[src/rtl/tws_pkg.sv]
// Shared definitions for the sampling tap window selector.
// Assumes nothing beyond IEEE 1800-2017 packages.
package tws_pkg;
    // Sequencer states.
    typedef enum logic [1:0] {
        ST_IDLE   = 2'd0,
        ST_SCAN   = 2'd1,
        ST_CLOSE  = 2'd2,
        ST_DECIDE = 2'd3
    } tws_state_e;

    // Shortest passing window that is accepted.
    localparam int MIN_WINDOW = 3;
endpackage

[src/rtl/tws_ctrl.sv]
// Sequencer: captures the probe vector on an accepted start, then shifts
// it out one bit per clock while counting the index. After the last
// index it spends one cycle closing the tail run and one cycle deciding.
// Assumes start is ignored unless the sequencer is idle.
module tws_ctrl
    import tws_pkg::*;
#(
    parameter int NUM_TAPS = 8,
    parameter int VW       = 2 * NUM_TAPS,
    parameter int IW       = $clog2(VW + 1)
) (
    input  logic          clk,
    input  logic          rst_n,
    input  logic          start,
    input  logic [VW-1:0] pass_vec,
    output logic          clear,
    output logic          step,
    output logic          close,
    output logic          decide,
    output logic          pass_bit,
    output logic [IW-1:0] idx,
    output logic          busy
);
    localparam logic [IW-1:0] LAST_IDX = IW'(VW - 1);

    tws_state_e    state_q;
    logic [VW-1:0] vec_q;

    // State, index counter and probe shift register.
    always_ff @(posedge clk) begin
        if (!rst_n) begin
            state_q <= ST_IDLE;
            idx     <= '0;
            vec_q   <= '0;
        end else begin
            case (state_q)
                ST_IDLE: begin
                    if (start) begin
                        vec_q   <= pass_vec;
                        idx     <= '0;
                        state_q <= ST_SCAN;
                    end
                end
                ST_SCAN: begin
                    vec_q <= vec_q >> 1;
                    idx   <= idx + 1'b1;
                    if (idx == LAST_IDX) state_q <= ST_CLOSE;
                end
                ST_CLOSE:  state_q <= ST_DECIDE;
                default:   state_q <= ST_IDLE;
            endcase
        end
    end

    // Per-state strobes for the datapath.
    always_comb begin
        clear    = (state_q == ST_IDLE) && start;
        step     = (state_q == ST_SCAN);
        close    = (state_q == ST_CLOSE);
        decide   = (state_q == ST_DECIDE);
        busy     = (state_q != ST_IDLE);
        pass_bit = vec_q[0];
    end
endmodule

[src/rtl/tws_run_tracker.sv]
// Longest-run tracker. Counts consecutive pass bits. When a fail bit or
// the close strobe ends a run, the run replaces the best record only if
// it is strictly longer. The record holds the run's first and last index.
// Assumes idx equals 2N while close is high.
module tws_run_tracker #(
    parameter int IW = 5
) (
    input  logic          clk,
    input  logic          rst_n,
    input  logic          clear,
    input  logic          step,
    input  logic          pass_bit,
    input  logic          close,
    input  logic [IW-1:0] idx,
    output logic [IW-1:0] best_len,
    output logic [IW-1:0] best_first,
    output logic [IW-1:0] best_last
);
    logic [IW-1:0] run_q;
    logic          run_ends;

    // A run ends on a fail bit during the scan, or at the close step.
    always_comb run_ends = (step && !pass_bit) || close;

    // Running count and best-run record.
    always_ff @(posedge clk) begin
        if (!rst_n || clear) begin
            run_q      <= '0;
            best_len   <= '0;
            best_first <= '0;
            best_last  <= '0;
        end else if (step && pass_bit) begin
            run_q <= run_q + 1'b1;
        end else if (run_ends) begin
            if (run_q > best_len) begin
                best_len   <= run_q;
                best_first <= idx - run_q;
                best_last  <= idx - 1'b1;
            end
            run_q <= '0;
        end
    end
endmodule

[src/rtl/tws_tap_fold.sv]
// Centre-and-fold: (first + last) / 2, reduced modulo NUM_TAPS. The
// centre is always below 2*NUM_TAPS, so one conditional subtraction is
// enough. A power-of-two tap count needs only the low bits.
module tws_tap_fold #(
    parameter int NUM_TAPS = 8,
    parameter int IW       = 5,
    parameter int TW       = $clog2(NUM_TAPS)
) (
    input  logic [IW-1:0] first,
    input  logic [IW-1:0] last,
    output logic [TW-1:0] tap
);
    localparam logic [IW-1:0] N_IW = IW'(NUM_TAPS);

    logic [IW:0]   sum;
    logic [IW-1:0] centre;

    // Midpoint with integer division.
    always_comb begin
        sum    = {1'b0, first} + {1'b0, last};
        centre = IW'(sum >> 1);
    end

    generate
        if ((NUM_TAPS & (NUM_TAPS - 1)) == 0) begin : g_pow2
            // Modulo by truncation.
            always_comb tap = TW'(centre);
        end else begin : g_sub
            logic [IW-1:0] folded;
            // Modulo by a single conditional subtraction.
            always_comb begin
                folded = (centre >= N_IW) ? centre - N_IW : centre;
                tap    = TW'(folded);
            end
        end
    endgenerate
endmodule

[src/rtl/tap_window_sel.sv]
// Sampling tap window selector top. Ties the sequencer, the run tracker
// and the fold together and registers the result strobes and the tap.
// Assumes NUM_TAPS is between 2 and 16.
module tap_window_sel
    import tws_pkg::*;
#(
    parameter int NUM_TAPS = 8,
    parameter int VW       = 2 * NUM_TAPS,
    parameter int IW       = $clog2(VW + 1),
    parameter int TW       = $clog2(NUM_TAPS)
) (
    input  logic          clk,
    input  logic          rst_n,
    input  logic          start,
    input  logic [VW-1:0] pass_vec,
    output logic          busy,
    output logic          done,
    output logic          err,
    output logic          retune_en,
    output logic [TW-1:0] tap_sel
);
    localparam logic [IW-1:0] MIN_LEN = IW'(MIN_WINDOW);

    logic          clear, step, close, decide, pass_bit;
    logic [IW-1:0] idx, best_len, best_first, best_last;
    logic [TW-1:0] folded_tap;

    tws_ctrl #(.NUM_TAPS(NUM_TAPS), .VW(VW), .IW(IW)) ctrl_i (
        .clk(clk), .rst_n(rst_n), .start(start), .pass_vec(pass_vec),
        .clear(clear), .step(step), .close(close), .decide(decide),
        .pass_bit(pass_bit), .idx(idx), .busy(busy)
    );

    tws_run_tracker #(.IW(IW)) track_i (
        .clk(clk), .rst_n(rst_n), .clear(clear), .step(step),
        .pass_bit(pass_bit), .close(close), .idx(idx),
        .best_len(best_len), .best_first(best_first), .best_last(best_last)
    );

    tws_tap_fold #(.NUM_TAPS(NUM_TAPS), .IW(IW), .TW(TW)) fold_i (
        .first(best_first), .last(best_last), .tap(folded_tap)
    );

    // Result strobes and tap register, updated only in the decide cycle.
    always_ff @(posedge clk) begin
        if (!rst_n) begin
            done      <= 1'b0;
            err       <= 1'b0;
            retune_en <= 1'b0;
            tap_sel   <= '0;
        end else begin
            done      <= 1'b0;
            err       <= 1'b0;
            retune_en <= 1'b0;
            if (decide) begin
                if (best_len >= MIN_LEN) begin
                    done      <= 1'b1;
                    retune_en <= 1'b1;
                    tap_sel   <= folded_tap;
                end else begin
                    err <= 1'b1;
                end
            end
        end
    end
endmodule

[config.mk]
export PLATFORM = sky130hd
export DESIGN_NAME = tap_window_sel
export DESIGN_NICKNAME = d
export VERILOG_FILES = /design/src/rtl/tws_pkg.sv /design/src/rtl/tws_ctrl.sv /design/src/rtl/tws_run_tracker.sv /design/src/rtl/tws_tap_fold.sv /design/src/rtl/tap_window_sel.sv
export SDC_FILE = /design/constraint.sdc
export NUM_CORES = 1
export LEC_CHECK = 0
export ABC_AREA = 1
export CELL_PAD_IN_SITES_DETAIL_PLACEMENT = 1
export CELL_PAD_IN_SITES_GLOBAL_PLACEMENT = 2
export CORE_UTILIZATION = 32
export DETAILED_ROUTE_END_ITERATION = 8
export PLACE_DENSITY_LB_ADDON = 0.25
export RECOVER_POWER = 100
export SLEW_MARGIN = 20
export SYNTH_ARGS = -nofsm -noshare
export SYNTH_HDL_FRONTEND = slang
export SYNTH_SLANG_ARGS = --single-unit
[constraint.sdc]
create_clock -name clk -period 1.75 [get_ports clk]
set_input_delay 0.35 -clock clk [delete_from_list [all_inputs] [get_ports clk]]
set_output_delay 0.35 -clock clk [all_outputs]
set_load 0.05 [all_outputs]
Word level (Yosys, flattened, before mapping)
Index checks and enable logic that the tools add are counted.
- bits in registers: 46
- bits of input ports: 19
- output and inout port bits: 7
- logic and storage cells: 51
- $add $sub $neg: 5
- order comparisons: 2
- equal/unequal tests: 6
- muxes and demuxes: 11
- bitwise gates (word level): 1
- reduce and logical (&&, ||, !) cells: 16
- operators with widths (cell ; count):
    $pmux 16 s2 ; 1
    $mux 16 ; 1
    $mux 5 ; 3
    $add 5x1->5 const B ; 2
    $pmux 5 s2 ; 1
    $reduce_and 2->1 ; 4
    $pmux 2 s3 ; 1
    $reduce_bool 2->1 ; 3
    $eq 5x4->1 const B ; 1
    $ge 5x2->1 const B ; 1
    $gt 5x5->1 ; 1
    $add 4x4->4 ; 1
    $eq 2x2->1 const B ; 2
    $mux 2 ; 2
    $ne 2x2->1 const B ; 2
    $sub 4x1->4 const B ; 1
    $sub 4x4->4 ; 1
    $logic_and 1x1->1 ; 3
    $reduce_and 3->1 ; 1
    $eq 2x1->1 const B ; 1
    $logic_not 1->1 ; 2
    $logic_not 2->1 ; 1
    $logic_or 1x1->1 ; 2
    $mux 1 ; 2
    $not 1->1 ; 1

Depth between registers and ports, before layout
- depth in word-level cells: 5
- gate-level depth with buffers: 10
- mapped depth without buffers: 10

Modules after synthesis
From an unflattened synthesis, not the netlist that was laid out.
- cells, all modules: 413
- area total of the unflattened synthesis: 2865.2 um^2
- modules (own cells, without submodules) (module ; instances ; cells an instance ; area each (um^2) ; sequential area each (um^2)):
    tws_run_tracker ; 1 ; 183 ; 1282.5 ; 400.4
    tws_ctrl ; 1 ; 180 ; 1219.9 ; 460.4
    tap_window_sel ; 1 ; 30 ; 231.5 ; 100.1
    tws_tap_fold ; 1 ; 20 ; 131.4 ; 0.0

Worst setup path after synthesis
OpenSTA, ideal clock, no wires.
- path type: reg2reg
- start: reg ctrl_i.state_q[0]
- end: reg ctrl_i.state_q[1]
- setup time: 0.129 ns
- arrival: 1.516 ns
- required time: 1.621 ns
- slack: 0.105 ns
- cell stages (with the launch flop): 8
- path buffers: 0
- period minus slack after synthesis: 1.645 ns
- cells stage by stage: dfxtp_1 > inv_1 > ha_1 > inv_1 > or2_1 > o21ai_0 > o21ai_0 > a21oi_1
- cells in the longest elaborated chain, start to end: 3
- elaborated cells on any way between the ends: 7
- those cells by class: eq/ne (4); mux (1); reduce/logical (2)
- ends and longest elaborated chain (element ; line ; RTL):
    from (decl) ; tws_ctrl.sv:26 ; tws_state_e state_q;
    from (signal assigned) ; tws_ctrl.sv:32 ; state_q <= ST_IDLE;
    from (signal assigned) ; tws_ctrl.sv:41 ; state_q <= ST_SCAN;
    from (signal assigned) ; tws_ctrl.sv:47 ; if (idx == LAST_IDX) state_q <= ST_CLOSE;
    $eq 2x1->1 or $logic_not 2->1 (tied branches) ; tws_ctrl.sv:36 ; case (state_q)
    $ne 2x2->1 (no source line) ; -- ;
    $reduce_and 2->1 (no source line) ; -- ;
Several ways; a longest one is shown, not always the timed one.
A chain may end at the register's enable or synchronous reset.

Worst setup path after layout
- start: reg ctrl_i.state_q[0]
- end: out busy
- cells in the longest elaborated chain, start to end: 1
- ends and longest elaborated chain (element ; line ; RTL):
    $reduce_bool 2->1 ; tws_ctrl.sv:61 ; busy = (state_q != ST_IDLE);
    to (decl) ; tap_window_sel.sv:16 ; output logic busy,
No other way between the ends.

==> results.md <==
- Top cells by count, synth: nand2_1 (80), dfxtp_1 (46), inv_1 (33), a21oi_1 (30), nor2_1 (27)
- Max-Cap Viols: 0
- Final setup viols: 0
- # rows: 31
- Max Slew Vio Count: 0
- Reg power frac: 29.2%
- Io pins: 26
- Leading area contributor after synthesis: dfxtp_1
- Initial antenna violation count: 0
- Grt total ovfl: 0
- Leak: between 1 and 1.5 nW
- Cell count after synthesis: 332
- Register area: approximately 920 um2
- Max FO, Critical Path: 3
- Int Power: about 2.9 mW
- Worst-Skew Late Latency: around 0.30 ns
- H-Tree Depth: 2
- CTS root buf: clkbuf_8
- RePlAce Congestion: 0.7614
- Fin nets: ~420
- Buffers on Ports: 25
- Asr flop ratio synth: 0%
- Die ar.: ~8000 um2
- Die height: between 80 and 90 um
- Clock share of power: 16.0%
- Final Skew: ~0.007 ns
- DP Area: around 2900 um2
- Number of synthesis warnings: 0
- Area contributors post-synth: dfxtp_1 (38%), nand2_1 (12%), ha_1 (9.2%)
- Yosys reg bits: 46
- Run status: finished clean
- CP most frequent cell: inv_1
- Via Count: between 2000 and 2500
- CTS Sinks: between 40 and 50
- Synth cell types: 26
- Utilization after layout: approximately 43%
- Hold Violations, Final: 0
- WP data required: 1.40 ns
- WP data arrival: around 1.3 ns
- Hold Crit Class: reg2reg
- Crit path capture type: primary output
- Final ANT Viol Nets: 0
- CTS Buf Count: 5
- Top cell type's share of synthesized area: a little under two fifths
- Final period utilization: 95.79%
- Seq/Total Area, Yosys: between 30% and 40%
- Synth Net Count: about 370
- Slowest CP cell: dfxtp_1
- CTS max path bufs: 2
- Total Routing Usage GR: between 10% and 20%
- Number of flops mapped to enable cells by yosys: 0
- Max Freq: 596.5 MHz
- Core box area: 7292 um2
- Mean Syn Cell Area: roughly 7.3 um2
- Pin count of the biggest net entering global routing: 32
- Post-DR wirelength/cell: about 14 um
- Routed WL: ~6.5 mm
- Clock slew at the register clock pins of the worst setup and hold paths: approximately 0.090 ns
- Final hold slack: about 0.47 ns
- Max incr delay on CP: about 0.34 ns
- Multi-input gate area: between 1000 and 1500 um2
- Combinational share of power: 54.8%
- Initial DRC count: 54
- Worst path cell trace: inv_1, ha_2, inv_1, buf_4, buf_12
- Unrepaired setup endpoints after global routing: yes
- CP startpoint kind: register
- Sw Share: around two fifths
- Worst slew margin: 49.50%
- Most used flip-flop cell after synthesis: dfxtp_1
- Initial Util: about a third
- Cells after DPL: roughly 460
- Actual slew at the worst max-slew pin: approximately 0.76 ns
- Vias in the first global route: 2230
- Mapped Area: 2436 um2
- DRC: 0
- PD cells: ~1600 nW/um2
- Total inserted antenna cells: 0
- Sw Pwr: about 2.1 mW
- Max VDD drop: approximately 0.65 mV
- Kind of critical path: reg2out
- FILL cells: 928
- Most instantiated library cell after synthesis: nand2_1
- Final std cells w/o fill: approximately 480
- Crit path time final: about 1.7 ns
- Post-DP HPWL: roughly 4.6 mm
- Via density: roughly 4.8
- First-pass DRT Iterations: 4
- Die Wd: a little under 90 um
- First-pass GRT wire length: between 10 and 15 mm
- Final Cell Area: ~3200 um2
- Area Overhead vs Synth: 29.33%
- Layout cells sized above 1: about an eighth
- CTS tree: done
kinds of logic after synthesis:
logic type                 after synthesis  share of synthesized area (%)
and+or+nand+nor                        142                          24.60
AOI/OAI and AO/OA                       72                          16.13
buffers and inverters                   48                          9.142
DFF                                     46                          37.80
adders and majority gates               20                          10.89
xor gates and xnor gates                 4                          1.438
area by class of cell:
cell class                      count  share of cell area [%]
Tap cell                           99                   3.932
Inverter                           34                   4.130
Clock buffer                        7                   2.423
Multi-Input combinational cell    241                   43.17
Clock inverter                      1                  0.9531
Sequential cell                    46                   29.31
Timing Repair Buffer               51                   16.08
registers in the layout, summed over array words and instances (netlist names):
name,count
ctrl_i.state_q,2
tap_sel,3
ctrl_i.idx,5
track_i.best_first,4
retune_en,1
track_i.run_q,5
ctrl_i.vec_q,16
track_i.best_len,5
err,1
track_i.best_last,4
worst paths after layout:
check	from	endpoint	slack (ns)	cells past startpoint
hold / removal	ctrl_i.idx[4]	ctrl_i.idx[4]	0.47	2
hold reg to reg	ctrl_i.idx[4]	ctrl_i.idx[4]	0.47	2
setup reg to reg	track_i.best_len[2]	track_i.best_last[1]	0.11	9
setup / recovery	ctrl_i.state_q[0]	busy	0.07	5
through the flow:
stage / worst slack [ns] / TNS (ns) / power (mW)
after floorplan: 0.1053 / 0 / 2.888
after global placement: 0.005643 / 0 / 3.582
after detailed placement: -0.02026 / -0.02146 / 3.625
after CTS: 0.007703 / 0 / 4.498
after global routing: -0.01724 / -0.05118 / 5.328
final: 0.07362 / 0 / 4.974
layer usage:
metal	track usage, %	vias to the layer above	part of all wire [%]
met4	5.195	0	1.1
li1	-	1192	-
met3	2.770	7	2.0
met1	22.20	1063	49
met5	0	-	0
met2	28.59	23	47
power by group through the flow:
stage	clock network, mW	registers, mW	logic [mW]
after CTS	0.827	1.45	2.22
after floorplan	0	1.45	1.44
after global routing	0.859	1.49	2.98
final	0.796	1.45	2.73
after global placement	0	1.47	2.12
after detailed placement	0	1.47	2.15
cells in the final DEF, fill, tap and decap left out, types with 9 or more instances in the layout:
cell / netlist / final
ha_1: 18 / 16
clkbuf_1: 3 / 9
a31oi_1: 15 / 15
o21ai_1: 11 / 11
dfxtp_1: 46 / 44
inv_1: 33 / 33
nand2_1: 80 / 78
o21ai_0: 14 / 14
nand3_1: 21 / 20
nor2_1: 27 / 27
clkdlybuf4s50_1: 0 / 18
buf_4: 3 / 18
a21oi_1: 30 / 30
worst max-delay path: cells and delay by family, from the launching register on:
kind / cells / cell delay [ns]
buffers and inverters: 4 / 0.45
adder cells (fa/ha/maj): 1 / 0.23
flip-flops: 1 / 0.34
timing repair:
item / CTS / global route
hold buffers: 0 / 0
pin swaps: 1 / 4
cloned: 1 / 4
endpoints found under the setup margin: 12 / 31
buffers inserted: 0 / 4
gates resized for setup: 2 / 13
(Power assumes the default switching activity.)
